## src/rtl/step_accum_pkg.sv

```systemverilog
`timescale 1ns/1ps
package step_accum_pkg;
  typedef enum logic [1:0] {
    ST_READY = 2'd0,
    ST_PULSE = 2'd1,
    ST_WAIT  = 2'd2
  } step_st_e;
endpackage

```

## src/rtl/step_ctrl.sv

```systemverilog
`timescale 1ns/1ps
module step_ctrl
  import step_accum_pkg::*;
(
  input  logic clk_i,
  input  logic rst_ni,
  input  logic arm_i,
  input  logic rearm_i,
  output logic en_o
);
  step_st_e st_q, st_d;

  always_comb begin
    st_d = st_q;
    unique case (st_q)
      ST_READY: if (arm_i) st_d = ST_PULSE;
      ST_PULSE: st_d = ST_WAIT;
      ST_WAIT:  if (rearm_i) st_d = ST_READY;
      default:  st_d = ST_READY;
    endcase
  end

  always_ff @(posedge clk_i or negedge rst_ni) begin
    if (!rst_ni) st_q <= ST_READY;
    else         st_q <= st_d;
  end

  assign en_o = (st_q == ST_PULSE);


  en_single_chk: assert property (@(posedge clk_i) disable iff (!rst_ni)
    en_o |=> !en_o);


  en_cause_chk: assert property (@(posedge clk_i) disable iff (!rst_ni)
    en_o |-> $past(arm_i));


  wait_hold_chk: assert property (@(posedge clk_i) disable iff (!rst_ni)
    (st_q == ST_WAIT && !rearm_i) |=> !en_o);
endmodule

```

## src/rtl/sign_ext.sv

```systemverilog
`timescale 1ns/1ps
module sign_ext #(
  parameter int TERM_W = 4,
  parameter int SUM_W  = 8
) (
  input  logic [TERM_W-1:0] term_i,
  output logic [SUM_W-1:0]  ext_o
);
  localparam int FILL_W = SUM_W - TERM_W + 1;

  for (genvar i = 0; i < SUM_W; i++) begin : g_bit
    if (i < TERM_W) begin : g_copy
      assign ext_o[i] = term_i[i];
    end else begin : g_fill
      assign ext_o[i] = term_i[TERM_W-1];
    end
  end


  always_comb begin
    sext_fill_chk: assert (($countones(ext_o[SUM_W-1:TERM_W-1]) == 0) ||
                           ($countones(ext_o[SUM_W-1:TERM_W-1]) == FILL_W));
  end
endmodule

```

## src/rtl/acc_reg.sv

```systemverilog
`timescale 1ns/1ps
module acc_reg #(
  parameter int              SUM_W    = 8,
  parameter logic [SUM_W-1:0] INIT_VAL = '0
) (
  input  logic             clk_i,
  input  logic             rst_ni,
  input  logic             clear_i,
  input  logic             init_i,
  input  logic             en_i,
  input  logic [SUM_W-1:0] ext_i,
  output logic [SUM_W-1:0] sum_o
);
  logic [SUM_W-1:0] sum_q;

  // priority: clear, init, add; add wraps
  always_ff @(posedge clk_i or negedge rst_ni) begin
    if (!rst_ni)      sum_q <= '0;
    else if (clear_i) sum_q <= '0;
    else if (init_i)  sum_q <= INIT_VAL;
    else if (en_i)    sum_q <= sum_q + ext_i;
  end

  assign sum_o = sum_q;


  clear_zero_chk: assert property (@(posedge clk_i) disable iff (!rst_ni)
    clear_i |=> (sum_q == '0));


  init_load_chk: assert property (@(posedge clk_i) disable iff (!rst_ni)
    (init_i && !clear_i) |=> (sum_q == INIT_VAL));


  add_step_chk: assert property (@(posedge clk_i) disable iff (!rst_ni)
    (en_i && !init_i && !clear_i) |=> (sum_q == SUM_W'($past(sum_q) + $past(ext_i))));


  idle_hold_chk: assert property (@(posedge clk_i) disable iff (!rst_ni)
    (!en_i && !init_i && !clear_i) |=> $stable(sum_q));
endmodule

```

## src/rtl/step_accum.sv

```systemverilog
`timescale 1ns/1ps
module step_accum #(
  parameter int               TERM_W   = 4,
  parameter int               SUM_W    = 8,
  parameter logic [SUM_W-1:0] INIT_VAL = '0
) (
  input  logic              clk_i,
  input  logic              rst_ni,
  input  logic [TERM_W-1:0] term_i,
  input  logic              clear_i,
  input  logic              init_i,
  input  logic              arm_i,
  input  logic              rearm_i,
  output logic [SUM_W-1:0]  sum_o
);
  logic             step_en;
  logic [SUM_W-1:0] term_ext;

  step_ctrl u_ctrl (
    .clk_i   (clk_i),
    .rst_ni  (rst_ni),
    .arm_i   (arm_i),
    .rearm_i (rearm_i),
    .en_o    (step_en)
  );

  sign_ext #(.TERM_W(TERM_W), .SUM_W(SUM_W)) u_sext (
    .term_i (term_i),
    .ext_o  (term_ext)
  );

  acc_reg #(.SUM_W(SUM_W), .INIT_VAL(INIT_VAL)) u_acc (
    .clk_i   (clk_i),
    .rst_ni  (rst_ni),
    .clear_i (clear_i),
    .init_i  (init_i),
    .en_i    (step_en),
    .ext_i   (term_ext),
    .sum_o   (sum_o)
  );
endmodule

```

## config.mk

```make
export PLATFORM = sky130hd
export DESIGN_NAME = step_accum
export DESIGN_NICKNAME = d
export VERILOG_FILES = /design/src/rtl/step_accum_pkg.sv /design/src/rtl/step_ctrl.sv /design/src/rtl/sign_ext.sv /design/src/rtl/acc_reg.sv /design/src/rtl/step_accum.sv
export SDC_FILE = /design/constraint.sdc
export NUM_CORES = 1
export LEC_CHECK = 0
export ABC_AREA = 0
export BUFFER_PORTS_ARGS = -buffer_cell sky130_fd_sc_hd__buf_2
export CAP_MARGIN = 10
export CORE_UTILIZATION = 55
export DETAILED_ROUTE_END_ITERATION = 6
export PLACE_DENSITY = 0.88
export SYNTH_ARGS = -nofsm -noshare
export SYNTH_HDL_FRONTEND = slang
export SYNTH_SLANG_ARGS = --single-unit
```

## constraint.sdc

```tcl
create_clock -name clk_i -period 4.4 [get_ports clk_i]
set_clock_uncertainty 0.1 [all_clocks]
set_input_delay 0.44 -clock clk_i [delete_from_list [all_inputs] [get_ports clk_i]]
set_output_delay 0.44 -clock clk_i [all_outputs]
set_load 0.02 [all_outputs]
```

# Yosys cells after proc, flatten, opt, wreduce, memory -nomap -nowiden
# Index checks and enable logic that the tools add are counted.
# totals
wordCells	16
out_inout_bits	8
ff_bits	10
input_bits	10
# op_classes
mux	6
eq_ne	4
n_addsub	1
reduce_logical	3
# op_table
op	count
$mux 8	3
$add 8x8->8	1
$pmux 2 s3	1
$mux 2	2
$ne 2x2->1 const B	2
$reduce_bool 3->1	1
$eq 2x1->1 const B	1
$eq 2x2->1 const B	1
$logic_not 2->1	1
$reduce_and 2->1	1

# Logic depth before layout (Yosys ltp)
# Gate-level depths: netlist of the first run.
# depth
ltp_word	4
depth_mapped	7
mapped_depth_nobuf	7

# Hierarchy
# A second synthesis of the first run with hierarchy kept.
# hier_totals
cells_unflattened	84
area_unflattened_um2	779.5
# by_module_without_submodules
module	seq_area_each_um2	cells_each	instances	area_per_inst_um2
acc_reg	200.2	70	1	634.4
step_ctrl	50.0	6	1	85.1
sign_ext	0.0	8	1	60.1

# Worst setup path after synthesis of the first run
# Ideal clock, no wire load.
# synth_timing
path_kind	register -> register
start	register u_acc.sum_q[0] (netlist: u_acc.sum_o[0])
end	register u_acc.sum_q[6] (netlist: u_acc.sum_o[6])
arrival_ns	1.767
setup_slack_ns	2.405
required_ns	4.172
path_stages_with_launch	8
period_less_slack_ns	1.995
path_buffers	0
setup_time_ns	0.128
path_cell_list	dfrtp_1 > ha_1 > fa_1 > a21o_1 > a21oi_1 > o21ai_1 > mux2i_1 > nand3_1
# synth_between
elab_chain_cells	4
# synth_rtl
item	line_no	source
start, declared	acc_reg.sv:14	logic [SUM_W-1:0] sum_q;
start signal, assigned	acc_reg.sv:21	else if (en_i) sum_q <= sum_q + ext_i;
$add 8x8->8	acc_reg.sv:21	
$mux 8	acc_reg.sv:21	
$mux 8	acc_reg.sv:20	else if (init_i) sum_q <= INIT_VAL;
$mux 8	acc_reg.sv:19	else if (clear_i) sum_q <= '0;
# Every way passes these cells. The select of a mux whose other input is x is not followed.
# A chain may end at the register's enable or synchronous reset.

# Worst setup path after layout of the first run
# layout_timing
start	register u_acc.sum_q[0] (netlist: u_acc.sum_o[0])
end	register u_acc.sum_q[4] (netlist: u_acc.sum_o[4])
# Same word-level chain as after synthesis.

==> metrics.txt, run 1 <==
CP Buf/Inv Count=0; Tot Pwr=303.4 uW; io pins=18; switching portion of total power=0.3928; post-DP HPWL=1147 um; Fin Setup TNS=0 ps; met2 routed WL=748 um; final worst slack=2379 ps; CTS buffer count=3; DRT met1 WL=716 um; Post-Syn Area=744.5 um2; GRT Util Overall=0.2600; Pleak=0.0004166 uW; CTS tree=done; DRC Markers=0; post-synth top area share=0.3361; Crit path largest cell delay=420 ps; met3 wire length=101 um; placed inst area=827.0 um2; Finished Layout Cells=112; Data required, critical path=4490 ps; Comb pwr share=0.383; initial antenna violation count=0; arrival time worst endpoint=2110 ps; Highest Signal Layer=met4; Starting Density=0.6276; Max Cap Viol=0; CP delay by family, top=adder cells; Worst-Margin Slew=411.4 ps; CTS max path bufs=2; # setup viols final=0; first-pass GRT wire length=2635 um; most frequent cell after synthesis=dfrtp_1; Syn Nets=98; clk sinks=10; die height=38.79 um; final slew viol count=0; share of cells above drive strength 1=0.2347; most frequent cells after synthesis=dfrtp_1, nand2_1, a21oi_1, ha_1, nand3_1; clk_lat worst skew=270 ps; Setup crit end kind=register; number of global-route vias before repair=614; Die W=38.79 um; Pint=184.2 uW; synthesis-to-layout area growth=15.46%; critical path class=register to register; Routed Antenna Nets=0; Max Clock Freq=0.4947 GHz; largest net degree at the start of global routing=12; YS warnings=0; worst slack, placed=2224 ps; synthesized instance count=80; die area=1505 um2; Starting DRT DRC Count=19; GP Congestion=0.8155; clk root buf=clkbuf_4; vias per std cell=6.196; post-layout min period=2021 ps; Core Area=1186 um2; Max stage delay cell, worst path=fa_1; slew margin rel.=0.7258; Yosys top cell by area=dfrtp_1; routed len/inst=14.37 um; unrepaired setup endpoints after global routing=false; # rows=12; peak fanout along the critical path=3; n_diodes=0; worst path cell trace=ha_1 > fa_1 > a21o_1 > a21oi_1 > xnor2_1 > nand2_1 > a21oi_1; Area contributors post-synth=dfrtp_1, ha_1, a21oi_1, nand2_1, fa_1; Total Wirelength=1609 um; Final Instance Area=859.6 um2; Setup crit start kind=register; Clk pwr share=0.214; synth unique cells=34; sequential cell area fraction in the yosys report=0.3361; Nets=118; H-tree depth=1; status=finished, final reports clean; fin crit share=0.4594; most common cell type on the critical path=a21oi_1; average cell area after synthesis=9.306 um2; post_cts resized=0; most common flop cell mapped by yosys=dfrtp_1; Setup Fix Bufs, Post-CTS=0; Seq cells post-synth=10; NetSw=119.2 uW; sequential cell fraction of total power=0.403; # hold bufs at CTS=1; asr flop ratio synth=1.000; worst hold path class=input pin to register; Hold Fails Final Rpt=0; Post-synth EDFFs=0; DR vias=694; GR Overflow Total=0; Power Density=353.0 nW/um2; dpl cells=108; worst vdd ir=0.2573 mV; clock transition at the registers of the reported paths=60 ps; filler cell count=94; drt first pass iters=4; port bufs=17
layout by cell type (no fill, tap or decap), types with 2 or more instances in the layout:
cell / synthesis / routed
xnor2_1: 2 / 2
nand3_1: 4 / 4
nor2_1: 2 / 2
o21ai_1: 3 / 3
buf_2: 1 / 17
nand4_1: 3 / 3
nor3_1: 3 / 3
a21oi_1: 8 / 8
a21o_1: 2 / 2
inv_1: 2 / 2
clkbuf_4: 0 / 3
ha_1: 7 / 7
o211ai_1: 2 / 2
nand2_1: 9 / 9
dfrtp_1: 10 / 10
nor4_1: 2 / 2
mux2i_1: 2 / 2
routing by layer:
layer / track usage / vias to the layer above
met5: 0 / -
met4: 0.1293 / 0
met3: 0.03468 / 6
met2: 0.4083 / 31
met1: 0.3453 / 322
li1: - / 335
kinds of logic (layout without fill, tap and decap cells):
group / after synthesis / after routing / share of synthesized area
simple gates: 32 / 32 / 0.2488
compound gates: 21 / 21 / 0.1832
xor+xnor: 2 / 2 / 0.02353
flops: 10 / 10 / 0.3361
mux: 2 / 2 / 0.02689
buf+inv: 5 / 23 / 0.03697
fa+ha+maj: 8 / 8 / 0.1445
registers in the layout, indices dropped and copies added, names as in the netlist:
| register | cells |
|---|---|
| u_ctrl.st_q | 2 |
| u_acc.sum_o | 8 |
worst register-to-register path, cell delays in order (launching register included):
cell	delay, ps
dfrtp_1	390
ha_1	240
fa_1	420
a21o_1	200
a21oi_1	210
xnor2_1	160
nand2_1	70
a21oi_1	150
power by group through the flow:
stage | clock network (uW) | registers (uW) | logic (uW)
after floorplan | 0 | 129 | 86.0
after global placement | 0 | 123 | 110
after detailed placement | 0 | 124 | 113
after CTS | 65.6 | 123 | 115
after global routing | 69.4 | 125 | 129
final | 65.1 | 122 | 116
per-stage QoR:
step / hold WS [ps] / utilization
final: 253.4 / 0.7247
after global routing: 250.4 / 0.7247
after CTS: 250.7 / 0.7247
after detailed placement: 208.8 / 0.6973
after global placement: 211.1 / 0.6973
after floorplan: 44.41 / -
final timing paths:
kind / startpoint / endpoint / slack [ps] / cells after the start
worst max register to register: u_acc.sum_o[0]$_DFFE_PN0P_ / u_acc.sum_o[4]$_DFFE_PN0P_ / 2380 / 7
max in group asynchronous: rst_ni / u_ctrl.st_q[1]$_DFFE_PN0P_ / 3540 / 2
worst max-delay path: u_acc.sum_o[0]$_DFFE_PN0P_ / u_acc.sum_o[4]$_DFFE_PN0P_ / 2380 / 7
worst min register to register: u_ctrl.st_q[0]$_DFFE_PN0P_ / u_ctrl.st_q[0]$_DFFE_PN0P_ / 410 / 1
min in group asynchronous: rst_ni / u_acc.sum_o[5]$_DFFE_PN0P_ / 460 / 2
worst min-delay path: rearm_i / u_ctrl.st_q[1]$_DFFE_PN0P_ / 250 / 2
layout make-up:
class                   count  area (um2)  share of cell area
well taps                  14       17.52             0.02038
repair buffers             18       95.09              0.1106
clock buffers               3       22.52             0.02620
flip-flops and latches     10       250.2              0.2911
multi-input cells          65       466.7              0.5429
inverters                   2       7.507            0.008734
No activity file was read; power rests on OpenSTA's default activity.
==> run 2, diff against run 1 <==
Settings changed: ABC_AREA 0 to 1, CORE_UTILIZATION 55 to 50, PLACE_DENSITY 0.88 to 0.82.
Clock period 4.4 ns to 1.9 ns, I/O delays scaled along.
==> metrics.txt, run 2 <==
clk root buf=clkbuf_4; CTS max path bufs=2 (unchanged); die area=1573 um2 (+4.6%); most common flop cell mapped by yosys=dfrtp_1; Starting Density=0.5385 (-0.08918); vias per std cell=5.180 (-16%); post-layout min period=1709 ps (-312.4 ps); Pint=398.7 uW (+120%); Synth Area in Adders=0.1517 (+0.007138); CTS buffer count=3 (unchanged); DRC Markers=0 (unchanged); largest net degree at the start of global routing=11 (-1); Syn Nets=109 (+11%); Comb pwr share=0.327 (-0.056); Yosys top cell by area=dfrtp_1; main combinational cell family by area after synthesis=simple AND/OR/NAND/NOR gates; Setup crit start kind=register; Area contributors post-synth=dfrtp_1, nand2_1, ha_1, nand3_1, inv_1; sequential cell area fraction in the yosys report=0.3527 (+0.01660); clk_lat worst skew=260 ps (about the same); port bufs=17 (unchanged); Setup crit end kind=register; die height=39.67 um (+2.3%); switching portion of total power=0.3622 (-0.03059); GR Overflow Total=0 (unchanged); Data required, critical path=1960 ps (-2530 ps); n_diodes=0 (unchanged); H-tree depth=1 (unchanged); post_cts resized=0 (unchanged); Routed Antenna Nets=0 (unchanged); initial antenna violation count=0 (unchanged); DR vias=663 (-4.5%); GRT Util Overall=0.2399 (-0.02012); Fin Setup TNS=0 ps (unchanged); post-synth top area share=0.3527 (+0.01660); Max Cap Viol=0 (unchanged); first-pass GRT wire length=2442 um (-7.3%); max reg flops=8 (unchanged); io pins=18 (unchanged); Final Instance Area=855.8 um2 (-0.44%); worst vdd ir=0.8225 mV (+220%); average cell area after synthesis=7.796 um2 (-16%); Starting DRT DRC Count=16 (-3); mux contribution to synthesized area=0 (-0.02689); commonest non-fill, non-tap cells in the layout=nand2_1, buf_2, dfrtp_1; synthesis-to-layout area growth=20.64%; Seq cells post-synth=10 (unchanged); placed inst area=813.3 um2 (-1.7%); critical path class=register to register; xor/xnor cell area share of the yosys netlist=0.01235 (-0.01118); share of cells above drive strength 1=0.2566 (+0.02194); final slew viol count=0 (unchanged); Setup Fix Bufs, Post-CTS=0 (unchanged); fin crit share=0.8995 (+0.4401); commonest non-fill, non-tap cell in the layout=nand2_1; clock transition at the registers of the reported paths=70 ps (about the same); post-DP HPWL=1145 um (-0.20%); GP Congestion=0.7952 (-2.5%); # setup viols final=0 (unchanged); Hold Fails Final Rpt=0 (unchanged); Die W=39.67 um (+2.3%); Pleak=0.0005290 uW (+27%); CTS tree=done; peak fanout along the critical path=3 (unchanged); Post-synth EDFFs=0 (unchanged); slew margin rel.=0.8205 (+0.09474); clk sinks=10 (unchanged); Power Density=730.5 nW/um2 (+110%); Nets=133 (+13%); asr flop ratio synth=1.000 (unchanged); Max Clock Freq=0.5851 GHz (+18%); Post-Syn Area=709.4 um2 (-4.7%); Total Wirelength=1499 um (-6.8%); YS warnings=0 (unchanged); Synth Area in Simple Gates=0.3492 (+0.1005); synthesized instance count=91 (+14%); most frequent cell after synthesis=nand2_1; routed len/inst=11.71 um (-18%); most frequent cells after synthesis=nand2_1, dfrtp_1, inv_1, nand3_1, ha_1; Synth Area in Compound Gates=0.07407 (-0.1091); Worst-Margin Slew=269.2 ps (-142.1 ps); Core Area=1318 um2 (+11%); arrival time worst endpoint=1770 ps (-340 ps); unrepaired setup endpoints after global routing=false; Clk pwr share=0.238 (+0.024); status=finished, final reports clean; NetSw=226.4 uW (+90%); sequential cell fraction of total power=0.435 (+0.032); number of global-route vias before repair=594 (-3.3%); # rows=13 (+1); worst hold path class=input pin to register; drt first pass iters=4 (unchanged); synth unique cells=21 (-38%)
-- run 2: changes by cell type in the layout (fill, tap and decap cells not counted), moves of 3 or more --
| cell | previous run | this run |
|---|---|---|
| nand2_1 | 9 | 31 |
| inv_1 | 2 | 8 |
| a21oi_1 | 8 | 4 |
| nand3_1 | 4 | 8 |
| nand4_1 | 3 | 0 |
| nor2_1 | 2 | 5 |
| nor3_1 | 3 | 0 |
-- run 2: layer usage --
layer | vias up | global-route usage | part of all wire
met5 | - | 0 | 0
met3 | 6 | 0.06250 | 0.043
met1 | 295 | 0.3050 | 0.45
met4 | 0 | 0.1121 | 0.018
li1 | 343 | - | -
met2 | 19 | 0.3730 | 0.49
-- run 2: metrics by stage --
step | util | total power, uW | std cells | setup WS, ps | hold WS (ps)
global placement | 0.6173 | 467.3 | 123 | 259.3 | -33.66
finish | 0.6496 | 625.2 | 128 | 190.9 | 80.06
CTS | 0.6420 | 622.8 | 127 | 204.7 | 4.426
global route | 0.6496 | 670.2 | 128 | 64.68 | 81.53
floorplan | - | 416.3 | 91 | 183.6 | -205.6
detailed placement | 0.6173 | 475.4 | 123 | 206.5 | -34.19
-- run 2: path summary, 6_finish.rpt --
kind / startpoint / endpoint / slack, ps / cells after the start
min reg2reg: u_ctrl.st_q[1]$_DFFE_PN0P_ / u_ctrl.st_q[0]$_DFFE_PN0P_ / 360 / 1
max reg2reg: u_acc.sum_o[0]$_DFFE_PN0P_ / u_acc.sum_o[6]$_DFFE_PN0P_ / 190 / 8
max in group asynchronous: rst_ni / u_acc.sum_o[0]$_DFFE_PN0P_ / 1280 / 2
max: u_acc.sum_o[0]$_DFFE_PN0P_ / u_acc.sum_o[6]$_DFFE_PN0P_ / 190 / 8
min: arm_i / u_ctrl.st_q[0]$_DFFE_PN0P_ / 80 / 2
min in group asynchronous: rst_ni / u_acc.sum_o[7]$_DFFE_PN0P_ / 210 / 2
-- run 2: cells by family (layout without fill, tap and decap cells) --
family | Yosys count | in the layout
simple gates | 52 | 52
buf+inv | 11 | 33
flops | 10 | 10
compound gates | 9 | 9
fa+ha+maj | 8 | 8
xor+xnor | 1 | 1
-- run 2: worst max-delay path, cell delays in order, from the launching register on --
cell and delay, ps:
dfrtp_1 390, ha_1 210, fa_1 380, nand2_1 110, nand2_2 90, nand3b_4 90, nand3b_1 80, nand3_1 90
nand2_1 60
-- run 2: power groups by stage --
stage	combinational, uW	sequential (uW)	clock (uW)
6_report	204	272	149
5_1_grt	232	278	160
4_1_cts	203	272	148
3_5_place_dp	200	276	0
3_3_place_gp	194	273	0
2_1_floorplan	130	286	0
-- run 2: layout make-up --
class	instances	area [um2]
fillers	111	461.7
clock buffers	3	22.52
well taps	15	18.77
flip-flops and latches	10	250.2
multi-input cells	70	416.7
inverters	11	42.54
repair buffers	19	105.1
-- run 2: timing repair --
action                     CTS  global route
hold buffers                 1             1
setup endpoints to repair    0             0
hold endpoints to repair    10             1
==> run 3, diff against run 2 <==
Settings changed: ABC_AREA 1 to 0, CORE_UTILIZATION 50 to 51, PLACE_DENSITY 0.82 to 0.83.
==> metrics.txt, run 3 (synthesis gave the netlist of run 1 again) <==
status=finished, final reports clean; number of global-route vias before repair=603 (+1.5%); Power Density=839.6 nW/um2 (+15%); Setup crit end kind=register; Pleak=0.0004338 uW (-18%); Hold Fails Final Rpt=0 (unchanged); worst hold path class=input pin to register; initial antenna violation count=0 (unchanged); Tot Pwr=779.5 uW (+25%); # rows=13 (unchanged); Die W=40.21 um (+1.4%); placed inst area=858.3 um2 (+5.5%); Starting DRT DRC Count=12 (-4); arrival time worst endpoint=1880 ps (+110 ps); Max Clock Freq=0.5453 GHz (-6.8%); post-layout min period=1834 ps (+124.7 ps); Setup Fix Bufs, Post-CTS=0 (unchanged); largest net degree at the start of global routing=11 (unchanged); post-DP HPWL=1225 um (+7.0%); H-tree depth=1 (unchanged); max reg flops=8 (unchanged); slew margin rel.=0.7705 (-0.05001); Nets=121 (-9.0%); first-pass GRT wire length=2380 um (-2.5%); commonest non-fill, non-tap cell in the layout=buf_2; die area=1616 um2 (+2.7%); share of cells above drive strength 1=0.3333 (+0.07670); filler cell count=97 (-13%); routed len/inst=14.22 um (+21%); clock transition at the registers of the reported paths=70 ps (about the same); worst vdd ir=0.6867 mV (-17%); port bufs=17 (unchanged); GP Congestion=0.7707 (-3.1%); Fin Hold WS=31.50 ps (-48.55 ps); Starting Density=0.5582 (+0.01970); Final Instance Area=928.4 um2 (+8.5%); GRT Util Overall=0.2213 (-0.01854); clk_lat worst skew=260 ps (about the same); GR Overflow Total=0 (unchanged); drt first pass iters=4 (unchanged); final slew viol count=0 (unchanged); Worst-Margin Slew=344.3 ps (+75.01 ps); Core Area=1334 um2 (+1.2%); clk sinks=10 (unchanged); synthesis-to-layout area growth=24.71%; CTS tree=done; # setup viols final=0 (unchanged); commonest non-fill, non-tap cells in the layout=buf_2, nand2_1, dfrtp_1; Routed Antenna Nets=0 (unchanged); Total Wirelength=1664 um (+11%); clk root buf=clkbuf_4; Setup crit start kind=register; DR vias=719 (+8.4%); n_diodes=0 (unchanged); die height=40.21 um (+1.4%); DRC Markers=0 (unchanged); Data required, critical path=1940 ps (-20 ps); CTS buffer count=3 (unchanged); io pins=18 (unchanged); vias per std cell=6.145 (+19%); critical path class=register to register; fin crit share=0.9652 (+0.06566); CTS max path bufs=2 (unchanged); peak fanout along the critical path=4 (+1); Max Cap Viol=0 (unchanged)
==> run 3: cell count changes in the layout (fill, tap and decap cells not counted), moves of 3 or more <==
cell,previous run,this run
nand2_1,31,9
inv_1,8,2
nand3_1,8,4
buf_4,0,3
nand4_1,0,3
nor2_1,5,2
==> run 3: power by group <==
| part | switching (uW) | internal [uW] | leakage [uW] | total [uW] |
|---|---|---|---|---|
| Sequential | 38.9 | 245 | 0.000135 | 284 |
| Combinational | 169 | 128 | 0.000278 | 297 |
| Clock | 82.6 | 116 | 0.0000210 | 199 |
| Total | 290 | 489 | 0.000434 | 780 |
==> run 3: area by class of cell <==
cell class,instances,area [um2],share of cell area
clock buffers,4,36.28,0.03908
flip-flops and latches,10,251.5,0.2709
well taps,15,18.77,0.02022
multi-input cells,65,496.7,0.5350
repair buffers,21,117.6,0.1267
inverters,2,7.507,0.008086
==> run 3: per-layer routing <==
layer / wire length [um] / global-route usage / share of wire / vias to the layer above
met2: 800 / 0.4073 / 0.48 / 22
met3: 59 / 0.03333 / 0.035 / 4
met4: 21 / 0.07500 / 0.013 / 0
met5: 0 / 0 / 0 / -
met1: 783 / 0.2577 / 0.47 / 349
li1: - / - / - / 344
==> run 3: repair_timing <==
item	in CTS	in global routing
hold endpoints to repair	10	0
hold buffers	1	0
setup endpoints to repair	0	3
gates resized for setup	0	4
==> run 3: metrics by stage <==
step             util  TNS, ps  instances  setup WS (ps)
4_1_cts        0.6782        0        117          14.32
6_report       0.6961        0        117          66.19
3_5_place_dp   0.6435        0        112          25.14
2_1_floorplan       -        0         80          1.834
5_1_grt        0.6961  -0.7816        117        -0.7816
3_3_place_gp   0.6435        0        112          50.24
==> run 3: worst paths after layout <==
path	from	endpoint	slack [ps]	depth (start not counted)
setup / recovery	u_acc.sum_o[1]$_DFFE_PN0P_	u_acc.sum_o[7]$_DFFE_PN0P_	70	6
min in group asynchronous	rst_ni	u_acc.sum_o[5]$_DFFE_PN0P_	220	2
hold / removal	rearm_i	u_ctrl.st_q[1]$_DFFE_PN0P_	30	2
max in group asynchronous	rst_ni	u_acc.sum_o[0]$_DFFE_PN0P_	1260	2
setup reg to reg	u_acc.sum_o[1]$_DFFE_PN0P_	u_acc.sum_o[7]$_DFFE_PN0P_	70	6
hold reg to reg	u_ctrl.st_q[0]$_DFFE_PN0P_	u_ctrl.st_q[0]$_DFFE_PN0P_	400	1
==> run 3: critical path, cell delays in order, from the launching register on <==
cell and delay, ps:
dfrtp_1 430, ha_1 330, a211oi_2 300, nor3_2 90
mux2i_1 210, o21ai_1 100, nor3b_2 150
